--- config.mk ---
export PLATFORM = sky130hd
export DESIGN_NAME = strm_run_ctrl
export DESIGN_NICKNAME = d
export VERILOG_FILES = /design/src/rtl/strm_run_pkg.sv /design/src/rtl/strm_run_fsm.sv /design/src/rtl/strm_eof_track.sv /design/src/rtl/strm_fifo_level.sv /design/src/rtl/strm_run_ctrl.sv
export SDC_FILE = /design/constraint.sdc
export NUM_CORES = 1
export LEC_CHECK = 0
export ABC_AREA = 1
export BUFFER_PORTS_ARGS = -buffer_cell sky130_fd_sc_hd__buf_2
export CAP_MARGIN = 20
export CORE_MARGIN = 2
export CORE_UTILIZATION = 57
export DETAILED_ROUTE_END_ITERATION = 16
export PLACE_DENSITY = 0.9
export SYNTH_ARGS = -nofsm -noshare
export SYNTH_HDL_FRONTEND = slang
export SYNTH_SLANG_ARGS = --single-unit
--- constraint.sdc ---
create_clock -name clk -period 3.5 [get_ports clk]
set_clock_uncertainty 0.2 [all_clocks]
set_input_delay 0.175 -clock clk [delete_from_list [all_inputs] [get_ports clk]]
set_output_delay 0.175 -clock clk [all_outputs]
set_load 0.01 [all_outputs]
--- src/rtl/strm_run_pkg.sv ---
package strm_run_pkg;

    localparam int BYTE_BITS = 8;

    typedef enum logic [1:0] {
        ST_IDLE  = 2'd0,
        ST_RUN   = 2'd1,
        ST_WAIT  = 2'd2,
        ST_PAUSE = 2'd3
    } run_state_e;

    typedef struct packed {
        logic idle;
        logic run;
        logic wait_wb;
        logic pause;
    } run_status_t;

    function automatic run_status_t decode_status(run_state_e s);
        run_status_t r;
        r.idle    = (s == ST_IDLE);
        r.run     = (s == ST_RUN);
        r.wait_wb = (s == ST_WAIT);
        r.pause   = (s == ST_PAUSE);
        return r;
    endfunction

    // state reached when a halt request is taken
    function automatic run_state_e halt_target(logic immediate);
        return immediate ? ST_IDLE : ST_WAIT;
    endfunction

endpackage

--- src/rtl/strm_run_fsm.sv ---
module strm_run_fsm
    import strm_run_pkg::*;
(
    input  logic       clk,
    input  logic       rst,
    input  logic       enable,
    input  logic       pause,
    input  logic       halt,
    input  logic       halt_mode,
    input  logic       wb_done,
    input  logic       tail_done,
    output run_state_e state,
    output logic       run_start,
    output logic       frame_done
);
    run_state_e nxt;
    logic       finish;

    assign finish    = (state == ST_RUN) && !halt && !pause && tail_done;
    assign run_start = (state == ST_IDLE) && enable && !halt;

    always_comb begin
        nxt = state;
        unique case (state)
            ST_IDLE: if (run_start) nxt = ST_RUN;
            ST_RUN: begin
                if (halt)        nxt = halt_target(halt_mode);
                else if (pause)  nxt = ST_PAUSE;
                else if (finish) nxt = ST_IDLE;
            end
            ST_PAUSE: begin
                if (halt)        nxt = halt_target(halt_mode);
                else if (!pause) nxt = ST_RUN;
            end
            ST_WAIT: if (wb_done || halt_mode) nxt = ST_IDLE;
            default: nxt = ST_IDLE;
        endcase
    end

    always_ff @(posedge clk) begin
        if (rst) begin
            state      <= ST_IDLE;
            frame_done <= 1'b0;
        end else begin
            state      <= nxt;
            frame_done <= finish;
        end
    end

    AST_WAIT_HOLDS: assert property (@(posedge clk) disable iff (rst)
        (state == ST_WAIT && !wb_done && !halt_mode) |=> (state == ST_WAIT));
    AST_HALT_NOW: assert property (@(posedge clk) disable iff (rst)
        ((state == ST_RUN || state == ST_PAUSE) && halt && halt_mode) |=> (state == ST_IDLE));
    AST_PAUSE_ENTRY: assert property (@(posedge clk) disable iff (rst)
        (state == ST_RUN && pause && !halt) |=> (state == ST_PAUSE));
    AST_IDLE_GATE: assert property (@(posedge clk) disable iff (rst)
        (state == ST_IDLE && (!enable || halt)) |=> (state == ST_IDLE));

endmodule

--- src/rtl/strm_eof_track.sv ---
module strm_eof_track
    import strm_run_pkg::*;
#(
    parameter int CNT_W  = 14,
    parameter int TAIL_W = 16
) (
    input  logic              clk,
    input  logic              rst,
    input  logic              in_run,
    input  logic              in_idle,
    input  logic              run_start,
    input  logic              beat,
    input  logic              eof,
    input  logic              clr,
    input  logic [TAIL_W-1:0] tail_cfg,
    output logic [CNT_W-1:0]  eof_cnt,
    output logic              eof_ovf,
    output logic              tail_done
);
    localparam logic [TAIL_W-1:0] STEP = TAIL_W'(BYTE_BITS);

    logic [CNT_W-1:0]  byte_cnt;
    logic [TAIL_W-1:0] tail_left;
    logic              tail_act;
    logic              cap_held;
    logic              held_eff;
    logic              take_eof;
    logic              lose_eof;

    assign held_eff  = cap_held && !clr;
    assign take_eof  = in_run && eof && !held_eff;
    assign lose_eof  = in_run && eof && held_eff;
    assign tail_done = tail_act && (tail_left == '0);

    always_ff @(posedge clk) begin
        if (rst) begin
            byte_cnt <= '0;
        end else if (run_start) begin
            byte_cnt <= '0;
        end else if (in_run && beat) begin
            byte_cnt <= byte_cnt + 1'b1;
        end
    end

    always_ff @(posedge clk) begin
        if (rst) begin
            eof_cnt  <= '0;
            eof_ovf  <= 1'b0;
            cap_held <= 1'b0;
        end else begin
            if (clr) begin
                eof_cnt  <= '0;
                eof_ovf  <= 1'b0;
                cap_held <= 1'b0;
            end
            if (take_eof) begin
                eof_cnt  <= byte_cnt;
                cap_held <= 1'b1;
            end
            if (lose_eof) eof_ovf <= 1'b1;
        end
    end

    always_ff @(posedge clk) begin
        if (rst || in_idle) begin
            tail_left <= '0;
            tail_act  <= 1'b0;
        end else if (take_eof) begin
            tail_left <= tail_cfg;
            tail_act  <= 1'b1;
        end else if (in_run && tail_act && beat) begin
            tail_left <= (tail_left > STEP) ? tail_left - STEP : '0;
        end
    end

    AST_LOST_EOF: assert property (@(posedge clk) disable iff (rst)
        lose_eof |=> (eof_ovf && $stable(eof_cnt)));
    AST_TRACE_CLEAR: assert property (@(posedge clk) disable iff (rst)
        (clr && !(in_run && eof)) |=> (eof_cnt == '0 && !eof_ovf));
    AST_OVF_STICKY: assert property (@(posedge clk) disable iff (rst)
        (eof_ovf && !clr) |=> eof_ovf);

endmodule

--- src/rtl/strm_fifo_level.sv ---
module strm_fifo_level #(
    parameter int DEPTH = 16,
    parameter bit IS_RX = 1'b0
) (
    input  logic clk,
    input  logic rst,
    input  logic flush,
    input  logic dma_beat,
    input  logic per_beat,
    output logic flag
);
    localparam int LVL_W = $clog2(DEPTH + 1);
    localparam logic [LVL_W-1:0] TOP = LVL_W'(DEPTH);

    logic [LVL_W-1:0] level;
    logic push, pop, push_ok, pop_ok;

    generate
        if (IS_RX) begin : g_rx
            assign push = per_beat;
            assign pop  = dma_beat;
            assign flag = (level == TOP);
        end else begin : g_tx
            assign push = dma_beat;
            assign pop  = per_beat;
            assign flag = (level == '0);
        end
    endgenerate

    assign push_ok = push && (level != TOP);
    assign pop_ok  = pop && (level != '0);

    always_ff @(posedge clk) begin
        if (rst || flush) level <= '0;
        else level <= level + LVL_W'(push_ok) - LVL_W'(pop_ok);
    end

    AST_LEVEL_BOUND: assert property (@(posedge clk) disable iff (rst)
        level <= TOP);
    AST_FLUSH_EMPTIES: assert property (@(posedge clk) disable iff (rst)
        flush |=> (level == '0));

endmodule

--- src/rtl/strm_run_ctrl.sv ---
module strm_run_ctrl
    import strm_run_pkg::*;
#(
    parameter int CNT_W      = 14,
    parameter int TAIL_W     = 16,
    parameter int FIFO_DEPTH = 16,
    parameter bit IS_RX      = 1'b0
) (
    input  logic              clk,
    input  logic              rst,
    input  logic              ctl_enable,
    input  logic              ctl_pause,
    input  logic              ctl_halt,
    input  logic              ctl_halt_mode,
    input  logic              ctl_eof_side,
    input  logic [TAIL_W-1:0] ctl_tail_bits,
    input  logic              ctl_fifo_flush,
    input  logic              ctl_trace_clr,
    input  logic              dp_wb_done,
    input  logic              dp_eof,
    input  logic              dma_beat,
    input  logic              per_beat,
    output logic              stat_idle,
    output logic              stat_run,
    output logic              stat_wait,
    output logic              stat_pause,
    output logic              stat_fifo,
    output logic [CNT_W-1:0]  stat_eof_cnt,
    output logic              stat_eof_ovf,
    output logic              frame_done
);
    run_state_e  state;
    run_status_t status;
    logic        run_start;
    logic        tail_done;
    logic        sel_beat;

    assign sel_beat = ctl_eof_side ? per_beat : dma_beat;

    strm_run_fsm u_fsm (
        .clk        (clk),
        .rst        (rst),
        .enable     (ctl_enable),
        .pause      (ctl_pause),
        .halt       (ctl_halt),
        .halt_mode  (ctl_halt_mode),
        .wb_done    (dp_wb_done),
        .tail_done  (tail_done),
        .state      (state),
        .run_start  (run_start),
        .frame_done (frame_done)
    );

    strm_eof_track #(.CNT_W(CNT_W), .TAIL_W(TAIL_W)) u_eof (
        .clk       (clk),
        .rst       (rst),
        .in_run    (state == ST_RUN),
        .in_idle   (state == ST_IDLE),
        .run_start (run_start),
        .beat      (sel_beat),
        .eof       (dp_eof),
        .clr       (ctl_trace_clr),
        .tail_cfg  (ctl_tail_bits),
        .eof_cnt   (stat_eof_cnt),
        .eof_ovf   (stat_eof_ovf),
        .tail_done (tail_done)
    );

    strm_fifo_level #(.DEPTH(FIFO_DEPTH), .IS_RX(IS_RX)) u_fifo (
        .clk      (clk),
        .rst      (rst),
        .flush    (ctl_fifo_flush),
        .dma_beat (dma_beat),
        .per_beat (per_beat),
        .flag     (stat_fifo)
    );

    assign status     = decode_status(state);
    assign stat_idle  = status.idle;
    assign stat_run   = status.run;
    assign stat_wait  = status.wait_wb;
    assign stat_pause = status.pause;

    AST_DONE_IN_IDLE: assert property (@(posedge clk) disable iff (rst)
        frame_done |-> stat_idle);
    AST_DONE_ONE_CYCLE: assert property (@(posedge clk) disable iff (rst)
        frame_done |=> !frame_done);

endmodule

* After elaboration in Yosys (flattened, before gate mapping)
Cells that the tools add are included.
** Operators by class
- Equal/unequal tests :: 8
- $add $sub $neg :: 4
- Muxes and demuxes :: 18
- Reduce and logical (&&, ||, !) cells :: 31
- $lt $le $gt $ge :: 1
** Operators with widths (count)
- two-way mux 16 bit :: 3
- two-way mux 14 bit :: 2
- greater-than comparator 16 x 4 -> 1 bit (second input constant) :: 1
- zero test 16 bit :: 1
- two-way mux 2 bit :: 8
- subtractor 16 x 4 -> 16 bit (second input constant) :: 1
- logical AND 1 bit :: 15
- adder 14 x 1 -> 14 bit (second input constant) :: 1
- one-hot mux 2 bit (4 select lines) :: 1
- nonzero test 2 bit :: 3
- adder 5 x 1 -> 5 bit :: 1
- zero test 5 bit :: 1
- inequality test 5 bit (second input constant) :: 1
- nonzero test 5 bit :: 1
- subtractor 5 x 1 -> 5 bit :: 1
- equality test 2 bit (second input constant) :: 2
- zero test 1 bit :: 4
- two-way mux 1 bit :: 4
- inequality test 4 bit (second input constant) :: 1
- AND reduction 4 bit :: 1
- logical OR 1 bit :: 3
- inequality test 3 bit (second input constant) :: 1
- equality test 2 x 1 -> 1 bit (second input constant) :: 1
- zero test 2 bit :: 1
- other kinds (3) :: 3
** Storage, ports and cells
- Output and inout bits :: 21
- Input port bits :: 29
- Register bits after elaboration :: 55
- Logic and storage cells :: 71

* Longest topological paths before layout
Gate-level depths: netlist of the first run.
- Word-level depth :: 8
- Depth in mapped cells :: 15

* By module
From an unflattened synthesis of the first run, not the netlist that was laid out.
** Second synthesis, totals
- Cell total of the unflattened synthesis :: 441
- Area, all modules :: 2997.9 µm²
** Modules (own cells, without submodules)
- strm_eof_track :: times used 1, area each 2381.0 µm², seq. area each 940.9 µm², cells each 340
- strm_fifo_level :: times used 1, area each 377.9 µm², seq. area each 100.1 µm², cells each 56
- strm_run_fsm :: times used 1, area each 197.7 µm², seq. area each 60.1 µm², cells each 34
- strm_run_ctrl :: times used 1, area each 41.3 µm², seq. area each 0.0 µm², cells each 11

* Least setup slack after synthesis of the first run
OpenSTA, ideal clock, no wires.
- Path type :: reg2reg
- Start :: register u_fifo.level[3]
- End :: register u_fifo.level[4]
- Setup slack :: 1.121 ns
- Cell stages (with the launch flop) :: 16
- Data required time :: 3.185 ns
- Setup time :: 0.115 ns
- Period minus slack after synthesis :: 2.379 ns
- Arrival time :: 2.064 ns
- Cells stage by stage :: dfxtp_1 inv_1 ha_1 nand3_1 o21ai_0 inv_1 ha_1 inv_1 ha_1 inv_1 fa_1 nor2_1 o21ai_0 nand2_1 a21oi_1 o21a_1
** Between the ends
- Cells in the longest elaborated chain, start to end :: 4
- Elaborated cells between the ends (all ways) :: 6
- Classes of those cells :: add/sub: 2; eq/ne: 1; reduce/logical: 3
** RTL lines
- start, declared :: RTL line strm_fifo_level.sv:15 : logic [LVL_W-1:0] level;
- start signal, assigned :: RTL line strm_fifo_level.sv:35 : else level <= level + LVL_W'(push_ok) - LVL_W'(pop_ok);
- inequality test 5 bit :: RTL line strm_fifo_level.sv:30 : assign push_ok = push && (level != TOP);
- logical AND 1 bit :: RTL line strm_fifo_level.sv:30
- adder 5 x 1 -> 5 bit :: RTL line strm_fifo_level.sv:35
- subtractor 5 x 1 -> 5 bit * :: RTL line strm_fifo_level.sv:35
Every way passes the cells marked *; elsewhere a longest branch is shown, timed or not.
A chain may end at the register's enable or synchronous reset.

* Worst setup path in the final report of the first run
Same ends and word-level chain as after synthesis.

==> impl_metrics.toml, run 1 <==
[timing]
fin_hold_ws_ns = 0.00961
final-hold-violation-count = 0
final_min_period_over_clock_period_pct = 75.6
maxSlewViolCount = 0
finalWorstPathRequiredPeriod_ns = 2.65
finalWorstSetupSlack_ns = 0.855
relSlewSlack_pct = 60.6
max_freq_mhz = 378
final-setup-viol-count = 0
setup_tns_ns = 0
rsz0062_at_grt = "no"
slew_worst_pin_ns = 0.589

[synthesis]
synth-simple-area-share_pct = 30.8
ys_types = 34
yosys_warnings = 0
gate_count_post_synth = 441
async_reset_ff_share_pct = 0
synthMuxAreaShare_pct = 0
synth_enable_flop_cells = 0
netlist_area_um2 = 2990
avg_cell_area_syn_um2 = 6.78
synth_nets = 479
yosys.area_share.xor_xnor_pct = 2.64
synth.yosys.seq_area_share_pct = 36.8
yosys_most_used_dff = "dfxtp_1"
synth_compound_area_share_pct = 14.2
post_synth_fa_ha_maj_area_fraction_pct = 4.02
synth-seq-cells = 55
portion_of_synthesized_cell_area_occupied_by_the_leading_cell_type_pct = 36.8
synth_largest_area_cell = "dfxtp_1"
synth_commonest_cells = "99 x nand2_1, 67 x inv_1, 55 x dfxtp_1"
combinational_family_with_the_most_area_after_synthesis = "simple AND/OR/NAND/NOR gates"
yosysMostFrequentCell = "nand2_1"
synth.top_cells.by_area = "dfxtp_1 37%, nand2_1 12%, inv_1 8.4%"

[final_layout]
nets = 533
fraction_of_final_layout_cells_sized_beyond_drive_strength_1_pct = 14.0
postLayoutCellArea_um2 = 3410
layout.filler_cells = 445
multi_input_gate_area_um2 = 1550
areaGrowthSynthToFinish_pct = 14.1
final_cells = 564
layout.core_utilization_pct = 67.2
n_antenna_cell = 0
layout.area.seq_um2 = 1100

[global_routing]
antenna_found_initial = 0
grtUsageTotal_pct = 23.8
wire_length_of_the_first_global_routing_pass_mm = 11.6
first_global_vias = 2798
grt_start_max_net_pins = 31
grt_remaining_overflow = 0

[setup_path]
cp_endpoint_kind = "flop"
critical_path.startpoint_type = "flop"
worst-endpoint-required_ns = 3.51
path_max_fanout = 3
regToRegEndpoint = "u_fifo.level[4]"
critical-path-top-cell-by-count = "inv_1"
critical_path_class = "reg2reg"
timing.critical_path.cells = "inv_1 > ha_1 > nand3_1 > o21ai_0 > inv_1 > ha_1 > inv_1 > ha_1 > inv_1 > fa_1 > nor2_1 > o21ai_0 > nand2_1 > a21oi_1 > o21a_1"
reg2reg_slack_ns = 0.85
r2r-start = "u_fifo.level[3]"
library_cell_contributing_the_largest_single_delay_on_the_critical_path = "fa_1"
data_arrival_time_of_the_critical_path_ns = 2.66
critical_path.max_stage_delay_ns = 0.39
r2r.worst_path.cells = 15

[detailed_routing]
drt.antenna.violating_nets = 0
wl_mm = 6.83
drcViolationCount = 0
route.vias.total = 2935
first_iter_violations = 150
avgViaCountPerCell = 5.20
wire_per_inst_um = 12.1
firstDrtPassIters = 5

[place]
pre_cts_slack_ns = 0.868
place_hpwl_mm = 4.93
gp_congestion = 0.846
io_buffer_count = 49
placedCellCount = 548
post_dp_cell_area_um2 = 3240

[power]
clockPowerShare_pct = 18.9
fin_total_pwr_mw = 1.73
power_switching_share_pct = 39.5
power.combinational.fraction_pct = 40.2
power_density_cells_nw_per_um2 = 508
intPower_mw = 1.05
power_switching_uw = 686
vdd_drop_max_mv = 0.515
sequentialPowerShare_pct = 40.9
static_leakage_nw = 1.51

[worst_hold_path]
whs_path_depth = 4
worst_hold_path.endpoint = "u_fsm.state[1]"
min-delay-start = "ctl_halt_mode"
min-delay-path-class = "in2reg"

[floorplan]
num_rows = 26
die_y_um = 76.4
die-width_um = 76.4
initial_utilization_pct = 58.9
die_area_um2 = 5840
top_level_ports = 50
core_um2 = 5070

[clock_network]
cts_buffers = 5
cts-root-to-sink-buffers = 2
clkTransAtPathRegs_ns = 0.09
worst_skew_pair.late_latency_ns = 0.31
cts-root-buf = "clkbuf_8"
clock_tree_from_tritoncts = "yes"
cts.htree.levels = 2
cts_num_sinks = 55
cts_setup_buffers = 0

[run]
max_cap_viol_count = 0

[outcome]
status = "complete, no violations"
-- metal layers --
layer  global-route usage, %  up-vias  wire [um]
met5                       0        -          0
met4                    10.4        0        135
met3                    5.09       16        262
met2                    43.8       69       3480
met1                    26.1     1344       2950
li1                        -     1506          -
-- layout make-up --
class                      count  area share (%)
clock buffer                   6            2.13
inverter                      68            7.63
multi-input combinational    306            45.3
sequential                    55            32.3
tap                           70            2.57
timing repair buffer          59            10.1
-- state kept, by name, summed over array words and instances, names as in the netlist --
register and flops:
u_eof.cap_held 1, u_eof.byte_cnt 14, u_fifo.level 5, u_eof.eof_ovf 1, u_fsm.frame_done 1, u_eof.tail_left 16, u_fsm.state 2, u_eof.eof_cnt 14
u_eof.tail_act 1
-- power by group through the flow --
stage,sequential [mW],combinational (mW),clock (mW)
after floorplan,0.715,0.531,0
after global placement,0.719,0.642,0
after detailed placement,0.723,0.676,0
after CTS,0.709,0.690,0.331
after global routing,0.716,0.796,0.353
final,0.709,0.697,0.328
-- timing repair --
item                                   4_1_cts  5_1_grt
hold buffers                                10        0
endpoints found under the hold margin       11        0
gates resized for setup                      0        0
-- critical path: cells and delay by family, from the launching register on --
kind            cells  cell delay, ns
simple gates        3            0.34
buf+inv             4            0.27
flops               1            0.33
compound gates      4            0.43
fa+ha+maj           4            0.97
-- cells by family (layout without fill, tap and decap cells) --
logic type                 after synthesis  after routing
xor gates and xnor gates                 9              9
adders and majority gates                9              9
buffers and inverters                   80            133
and+or+nand+nor                        211            211
AOI/OAI and AO/OA                       77             77
DFF                                     55             55
-- cells in the final DEF, fill, tap and decap left out, drive strengths merged, types with 6 or more instances in the layout --
| cell type | instances |
|---|---|
| nand4 | 6 |
| clkbuf | 6 |
| inv | 68 |
| nor2 | 52 |
| a21oi | 44 |
| dfxtp | 55 |
| nand2 | 104 |
| dlygate4sd3 | 10 |
| o21ai | 25 |
| buf | 49 |
| nand3 | 39 |
| xor2 | 8 |
| ha | 8 |
-- worst max-delay path by stage --
stage	cells past startpoint	to	slack, ns	start
6_report	15	u_fifo.level[4]	0.85	u_fifo.level[3]
5_1_grt	15	u_fifo.level[4]	0.66	u_fifo.level[3]
4_1_cts	15	u_fifo.level[4]	0.87	u_fifo.level[3]
3_5_place_dp	15	u_fifo.level[4]	0.87	u_fifo.level[3]
3_3_place_gp	15	u_fifo.level[4]	1.04	u_fifo.level[3]
2_1_floorplan	15	u_fifo.level[4]	1.12	u_fifo.level[3]
No activity file was read; power rests on OpenSTA's default activity.
==> run 2: changes to the inputs <==
--- a/config.mk
+++ b/config.mk
@@ -9,9 +9,9 @@
 export BUFFER_PORTS_ARGS = -buffer_cell sky130_fd_sc_hd__buf_2
 export CAP_MARGIN = 20
 export CORE_MARGIN = 2
-export CORE_UTILIZATION = 57
+export CORE_UTILIZATION = 51
 export DETAILED_ROUTE_END_ITERATION = 16
-export PLACE_DENSITY = 0.9
+export PLACE_DENSITY = 0.85
 export SYNTH_ARGS = -nofsm -noshare
 export SYNTH_HDL_FRONTEND = slang
 export SYNTH_SLANG_ARGS = --single-unit
==> constraint.sdc (replaced) <==
create_clock -name clk -period 2.2 [get_ports clk]
set_clock_uncertainty 0.2 [all_clocks]
set_input_delay 0.11 -clock clk [delete_from_list [all_inputs] [get_ports clk]]
set_output_delay 0.11 -clock clk [all_outputs]
set_load 0.01 [all_outputs]
==> run 2 against run 1 <==
Effect of this change: the flow now finishes with violations (negative setup slack); core utilization decreased by 0.70 points; sequential power increased by 59%; sequential share of layout area decreased by 2.5 points; final cell count increased by 4.8%; critical endpoint unchanged; power increased by 90%; flip-flop and latch count unchanged; count of clock-buffer cells in the layout increased by 1; die area increased by 11%; combinational power increased by 130%.
==> impl_metrics.toml, run 2 (synthesis results as in run 1) <==
[final_layout]
layout.filler_cells = 471
areaGrowthSynthToFinish_pct = 24.0
nets = 556
mostFrequentLayoutCell = "nand2_1"
layout_common_cells = "98 x nand2_1, 62 x inv_1, 53 x dfxtp_1, 49 x buf_2, 46 x nor2_1"
n_antenna_cell = 0
layout.area.seq_um2 = 1100
largest_reg_flops = 16
fraction_of_final_layout_cells_sized_beyond_drive_strength_1_pct = 19.7
biggestRegsByFlops = "u_eof.tail_left x16, u_eof.byte_cnt x14, u_eof.eof_cnt x14"
postLayoutCellArea_um2 = 3710
max_flop_register = "u_eof.tail_left"
multi_input_gate_area_um2 = 1630

[floorplan]
core_um2 = 5570
die_y_um = 80.6
initial_utilization_pct = 53.6
die-width_um = 80.6
num_rows = 27
top_level_ports = 50
die_area_um2 = 6490

[timing]
fin_hold_ws_ns = 0.00588
slew_worst_pin_ns = 0.598
maxSlewViolCount = 0
final_min_period_over_clock_period_pct = 109
max_freq_mhz = 418
rsz0062_at_grt = "yes"
finalWorstSetupSlack_ns = -0.195
relSlewSlack_pct = 60.0
final-hold-violation-count = 0
final-setup-viol-count = 2
finalWorstPathRequiredPeriod_ns = 2.40

[detailed_routing]
drt.antenna.violating_nets = 0
wire_per_inst_um = 12.6
drcViolationCount = 0
first_iter_violations = 129
wl_mm = 7.47
route.vias.total = 3061
avgViaCountPerCell = 5.18
firstDrtPassIters = 4

[setup_path]
worst-endpoint-required_ns = 2.21
data_arrival_time_of_the_critical_path_ns = 2.41
critical_path.startpoint_type = "flop"
cp_endpoint_kind = "flop"
critical_path_class = "reg2reg"
worst_path_dominant_cell_family = "adder cells"
path_max_fanout = 2
timing.critical_path.buf_inv = 4
r2r-start = "u_fifo.level[3]"
worst_setup_path_startpoint = "u_fifo.level[3]"
library_cell_contributing_the_largest_single_delay_on_the_critical_path = "fa_2"
timing.critical_path.cells = "inv_2 > ha_4 > nand3_4 > o21ai_2 > inv_2 > ha_4 > inv_4 > ha_4 > inv_2 > fa_2 > nor2_4 > o21ai_2 > nand2_2 > a21oi_2 > o21a_1"
critical_path.max_stage_delay_ns = 0.41
reg2reg_slack_ns = -0.20

[global_routing]
grt_start_max_net_pins = 31
wire_length_of_the_first_global_routing_pass_mm = 12.3
first_global_vias = 2910
antenna_found_initial = 0
grtUsageTotal_pct = 23.9
grt_remaining_overflow = 0

[worst_hold_path]
min-delay-path-class = "in2reg"
min-delay-start = "rst"

[clock_network]
cts-root-to-sink-buffers = 2
cts_num_sinks = 55
cts.htree.levels = 2
clock_tree_from_tritoncts = "yes"
cts_buffers = 5
worst_skew_pair.late_latency_ns = 0.31
cts-root-buf = "clkbuf_8"
clkTransAtPathRegs_ns = 0.09

[power]
static_leakage_nw = 1.63
power_density_cells_nw_per_um2 = 887
fin_total_pwr_mw = 3.29
vdd_drop_max_mv = 0.922

[place]
io_buffer_count = 49
post_dp_cell_area_um2 = 3320
gp_congestion = 0.859
place_hpwl_mm = 5.01

[run]
max_cap_viol_count = 0

[outcome]
status = "finished with violations"
violations = "negative setup slack"
-- run 2: changes by cell type in the layout (fill, tap and decap cells not counted), moves of 2 or more --
cell           previous run  this run
ha_1                      8         5
dfxtp_1                  55        53
buf_4                     0        13
o21ai_2                   1         4
dfxtp_2                   0         2
dlygate4sd3_1            10        20
inv_1                    67        62
inv_2                     0         4
ha_4                      0         3
o21ai_0                  15        12
-- run 2: area by class of cell --
type	instances	area share, %
clock buffers	7	2.06
clock inverters	1	0.135
inverters	68	7.09
multi-input cells	306	43.9
flip-flops and latches	55	29.8
well taps	72	2.43
repair buffers	82	14.6
-- run 2: worst reg2reg max path, cell delays in order (launching register included) --
cell and delay (ns):
dfxtp_2 0.34, inv_2 0.08, ha_4 0.14, nand3_4 0.06, o21ai_2 0.13, inv_2 0.06, ha_4 0.22, inv_4 0.05
ha_4 0.13, inv_2 0.04, fa_2 0.41, nor2_4 0.13, o21ai_2 0.06, nand2_2 0.08, a21oi_2 0.05, o21a_1 0.10
-- run 2: repair_timing --
item | CTS | global route
setup buffers | 2 | 2
hold endpoints to repair | 21 | 0
pin swaps | 1 | 6
gates resized for setup | 11 | 13
hold buffers | 20 | 0
setup endpoints to repair | 3 | 3
-- run 2: final timing paths --
| path | end | depth (start not counted) |
|---|---|---|
| worst max-delay path | u_fifo.level[4] | 15 |
| worst min-delay path | u_eof.eof_ovf | 2 |
| worst min register to register | u_eof.tail_left[2] | 2 |
| worst max register to register | u_fifo.level[4] | 15 |
-- run 2: per-stage QoR --
stage / TNS (ns) / utilization [%] / cells / worst slack (ns)
after floorplan: -0.0874 / - / 441 / -0.0874
final: -0.331 / 66.5 / 591 / -0.195
after global routing: -0.467 / 66.5 / 591 / -0.275
after CTS: -0.233 / 65.3 / 589 / -0.195
after detailed placement: -0.383 / 59.6 / 560 / -0.266
after global placement: -0.144 / 59.6 / 560 / -0.144
-- run 2: metal layers --
metal	vias up	global-route usage, %	part of all wire, %
li1	1555	-	-
met1	1395	26.8	42
met2	90	43.4	50
met3	21	4.72	4.9
met4	0	10.2	2.8
met5	-	0	0
-- run 2: power by group --
group | switching, mW | internal [mW] | total, mW
Clock | 0.329 | 0.225 | 0.553
Combinational | 0.911 | 0.694 | 1.61
Sequential | 0.0612 | 1.07 | 1.13
Total | 1.30 | 1.99 | 3.29
==> run 3: changes to the inputs <==
--- a/config.mk
+++ b/config.mk
@@ -12,6 +12,7 @@
 export CORE_UTILIZATION = 51
 export DETAILED_ROUTE_END_ITERATION = 16
 export PLACE_DENSITY = 0.85
+export SKIP_CTS_REPAIR_TIMING = 1
 export SYNTH_ARGS = -nofsm -noshare
 export SYNTH_HDL_FRONTEND = slang
 export SYNTH_SLANG_ARGS = --single-unit
==> run 3 against run 2 <==
Effect of this change: the flow finishes with violations (negative hold slack, negative setup slack); via count down 1.6%; largest cell class unchanged; clock power down 2%; fmax is 4.6% lower; cell area down 2.6%; highest routed layer unchanged; critical path type unchanged; power is 4.7% lower; sequential share of layout area up 0.80 points; hold slack got worse by 0.039 ns; setup slack worse by 0.12 ns; sequential power about the same.
==> impl_metrics.toml, run 3 (synthesis results as in run 1) <==
[timing]
finalWorstPathRequiredPeriod_ns = 2.51
finalWorstSetupSlack_ns = -0.311
slew_worst_pin_ns = 0.583
final-setup-viol-count = 3
maxSlewViolCount = 0
relSlewSlack_pct = 61.0
fin_hold_ws_ns = -0.0332
final_min_period_over_clock_period_pct = 114
max_freq_mhz = 398
final-hold-violation-count = 4
rsz0062_at_grt = "yes"

[clock_network]
clock_tree_from_tritoncts = "yes"
clkTransAtPathRegs_ns = 0.10
cts_buffers = 5
cts.htree.levels = 2
cts-root-to-sink-buffers = 2
worst_skew_pair.late_latency_ns = 0.31
cts-root-buf = "clkbuf_8"
cts_num_sinks = 55

[global_routing]
first_global_vias = 2750
antenna_found_initial = 0
grt_use_met2_pct = 40.3
wire_length_of_the_first_global_routing_pass_mm = 11.6
grt_start_max_net_pins = 31
grtUsageTotal_pct = 22.3
grt_busiest_layer = "met2"
grt_remaining_overflow = 0
grt_use_met1_pct = 26.3
grtUsageMet3_pct = 4.04

[setup_path]
timing.critical_path.buf_inv = 4
critical_path_class = "reg2reg"
worst_setup_path_startpoint = "u_fifo.level[3]"
endpoint = "u_fifo.level[4]"
worst_path_dominant_cell_family = "adder cells"
timing.critical_path.depth = 15
cp_endpoint_kind = "flop"
r2r-start = "u_fifo.level[3]"
r2r.worst_path.cells = 15
data_arrival_time_of_the_critical_path_ns = 2.52
timing.critical_path.cells = "inv_2 > ha_4 > nand3_2 > o21ai_1 > inv_1 > ha_1 > inv_1 > ha_2 > inv_2 > fa_2 > nor2_4 > o21ai_2 > nand2_2 > a21oi_2 > o21a_1"
path_max_fanout = 2
regToRegEndpoint = "u_fifo.level[4]"
critical_path.max_stage_delay_ns = 0.41
library_cell_contributing_the_largest_single_delay_on_the_critical_path = "fa_2"
reg2reg_slack_ns = -0.31
worst-endpoint-required_ns = 2.21
critical_path.startpoint_type = "flop"

[place]
post_dp_cell_area_um2 = 3320
gp_congestion = 0.859
io_buffer_count = 49
place_hpwl_mm = 5.01

[final_layout]
nets = 550
postLayoutCellArea_um2 = 3610
layout_common_cells = "98 x nand2_1, 64 x inv_1, 53 x dfxtp_1, 49 x buf_2, 45 x nor2_1"
layout.core_utilization_pct = 64.8
max_flop_register = "u_eof.tail_left"
areaGrowthSynthToFinish_pct = 20.8
fraction_of_final_layout_cells_sized_beyond_drive_strength_1_pct = 18.5
n_antenna_cell = 0
largest_reg_flops = 16
biggestRegsByFlops = "u_eof.tail_left x16, u_eof.byte_cnt x14, u_eof.eof_cnt x14"
layout.filler_cells = 491
mostFrequentLayoutCell = "nand2_1"

[outcome]
status = "finished with violations"
violations = "negative hold slack, negative setup slack"

[floorplan]
num_rows = 27
core_um2 = 5570
die_area_um2 = 6490
initial_utilization_pct = 53.6
die-width_um = 80.6
top_level_ports = 50
die_y_um = 80.6

[worst_hold_path]
min-delay-path-class = "in2reg"

[power]
vdd_drop_max_mv = 0.990
static_leakage_nw = 1.60
power_density_cells_nw_per_um2 = 868

[detailed_routing]
firstDrtPassIters = 5
route.vias.total = 3012
avgViaCountPerCell = 5.15
drt.antenna.violating_nets = 0
wl_mm = 7.33
drcViolationCount = 0
wire_per_inst_um = 12.5
first_iter_violations = 163

[run]
max_cap_viol_count = 0
==> run 3: changes by cell type in the layout (fill, tap and decap cells not counted), moves of 2 or more <==
cell,previous run,this run
dlygate4sd3_1,20,16
buf_4,13,11
ha_4,3,1
inv_1,62,64
o21ai_2,4,2
==> run 3: routing by layer <==
| metal | wire, um | vias up |
|---|---|---|
| li1 | - | 1542 |
| met3 | 354 | 10 |
| met2 | 3710 | 94 |
| met5 | 0 | - |
| met4 | 110 | 0 |
| met1 | 3150 | 1366 |
==> run 3: layout make-up <==
type	instances	area (um^2)	share of cell area, %
clock inverter	1	5.00	0.139
clock buffer	7	76.3	2.11
sequential	55	1100	30.6
tap	72	90.1	2.49
multi-input combinational	306	1590	44.0
inverter	68	260	7.21
timing repair buffer	76	488	13.5
==> run 3: how the worst min path moves through the flow <==
stage | slack, ns | endpoint | cells after the start | startpoint
final | -0.03 | u_eof.tail_left[7] | 5 | ctl_tail_bits[7]
after global routing | 0.001 | u_eof.tail_left[15] | 5 | ctl_tail_bits[15]
after CTS | -0.15 | u_eof.tail_left[2] | 3 | ctl_tail_bits[2]
after detailed placement | 0.19 | u_eof.tail_left[2] | 3 | ctl_tail_bits[2]
after global placement | 0.19 | u_eof.tail_left[2] | 3 | ctl_tail_bits[2]
after floorplan | 0.06 | u_eof.tail_left[0] | 2 | ctl_tail_bits[0]
==> run 3: power by group <==
group | internal, mW | switching, mW
clock | 0.225 | 0.320
combinational | 0.602 | 0.857
sequential | 1.07 | 0.0598
total | 1.90 | 1.24
==> run 3: worst register-to-register path: cells and delay by family, from the launching register on <==
family / cells / cell delay, ns
adder cells (fa/ha/maj): 4 / 1.03
buffers and inverters: 4 / 0.25
AO/OA/AOI/OAI: 4 / 0.33
flip-flops: 1 / 0.34
AND/OR/NAND/NOR: 3 / 0.28
==> run 3: through the flow <==
step	instances	setup WS, ns	setup TNS, ns	power [mW]
global route	585	-0.428	-0.913	3.36
CTS	568	-0.287	-0.440	2.90
global placement	560	-0.144	-0.144	2.31
finish	585	-0.311	-0.623	3.13
detailed placement	560	-0.266	-0.383	2.37
floorplan	441	-0.0874	-0.0874	2.00
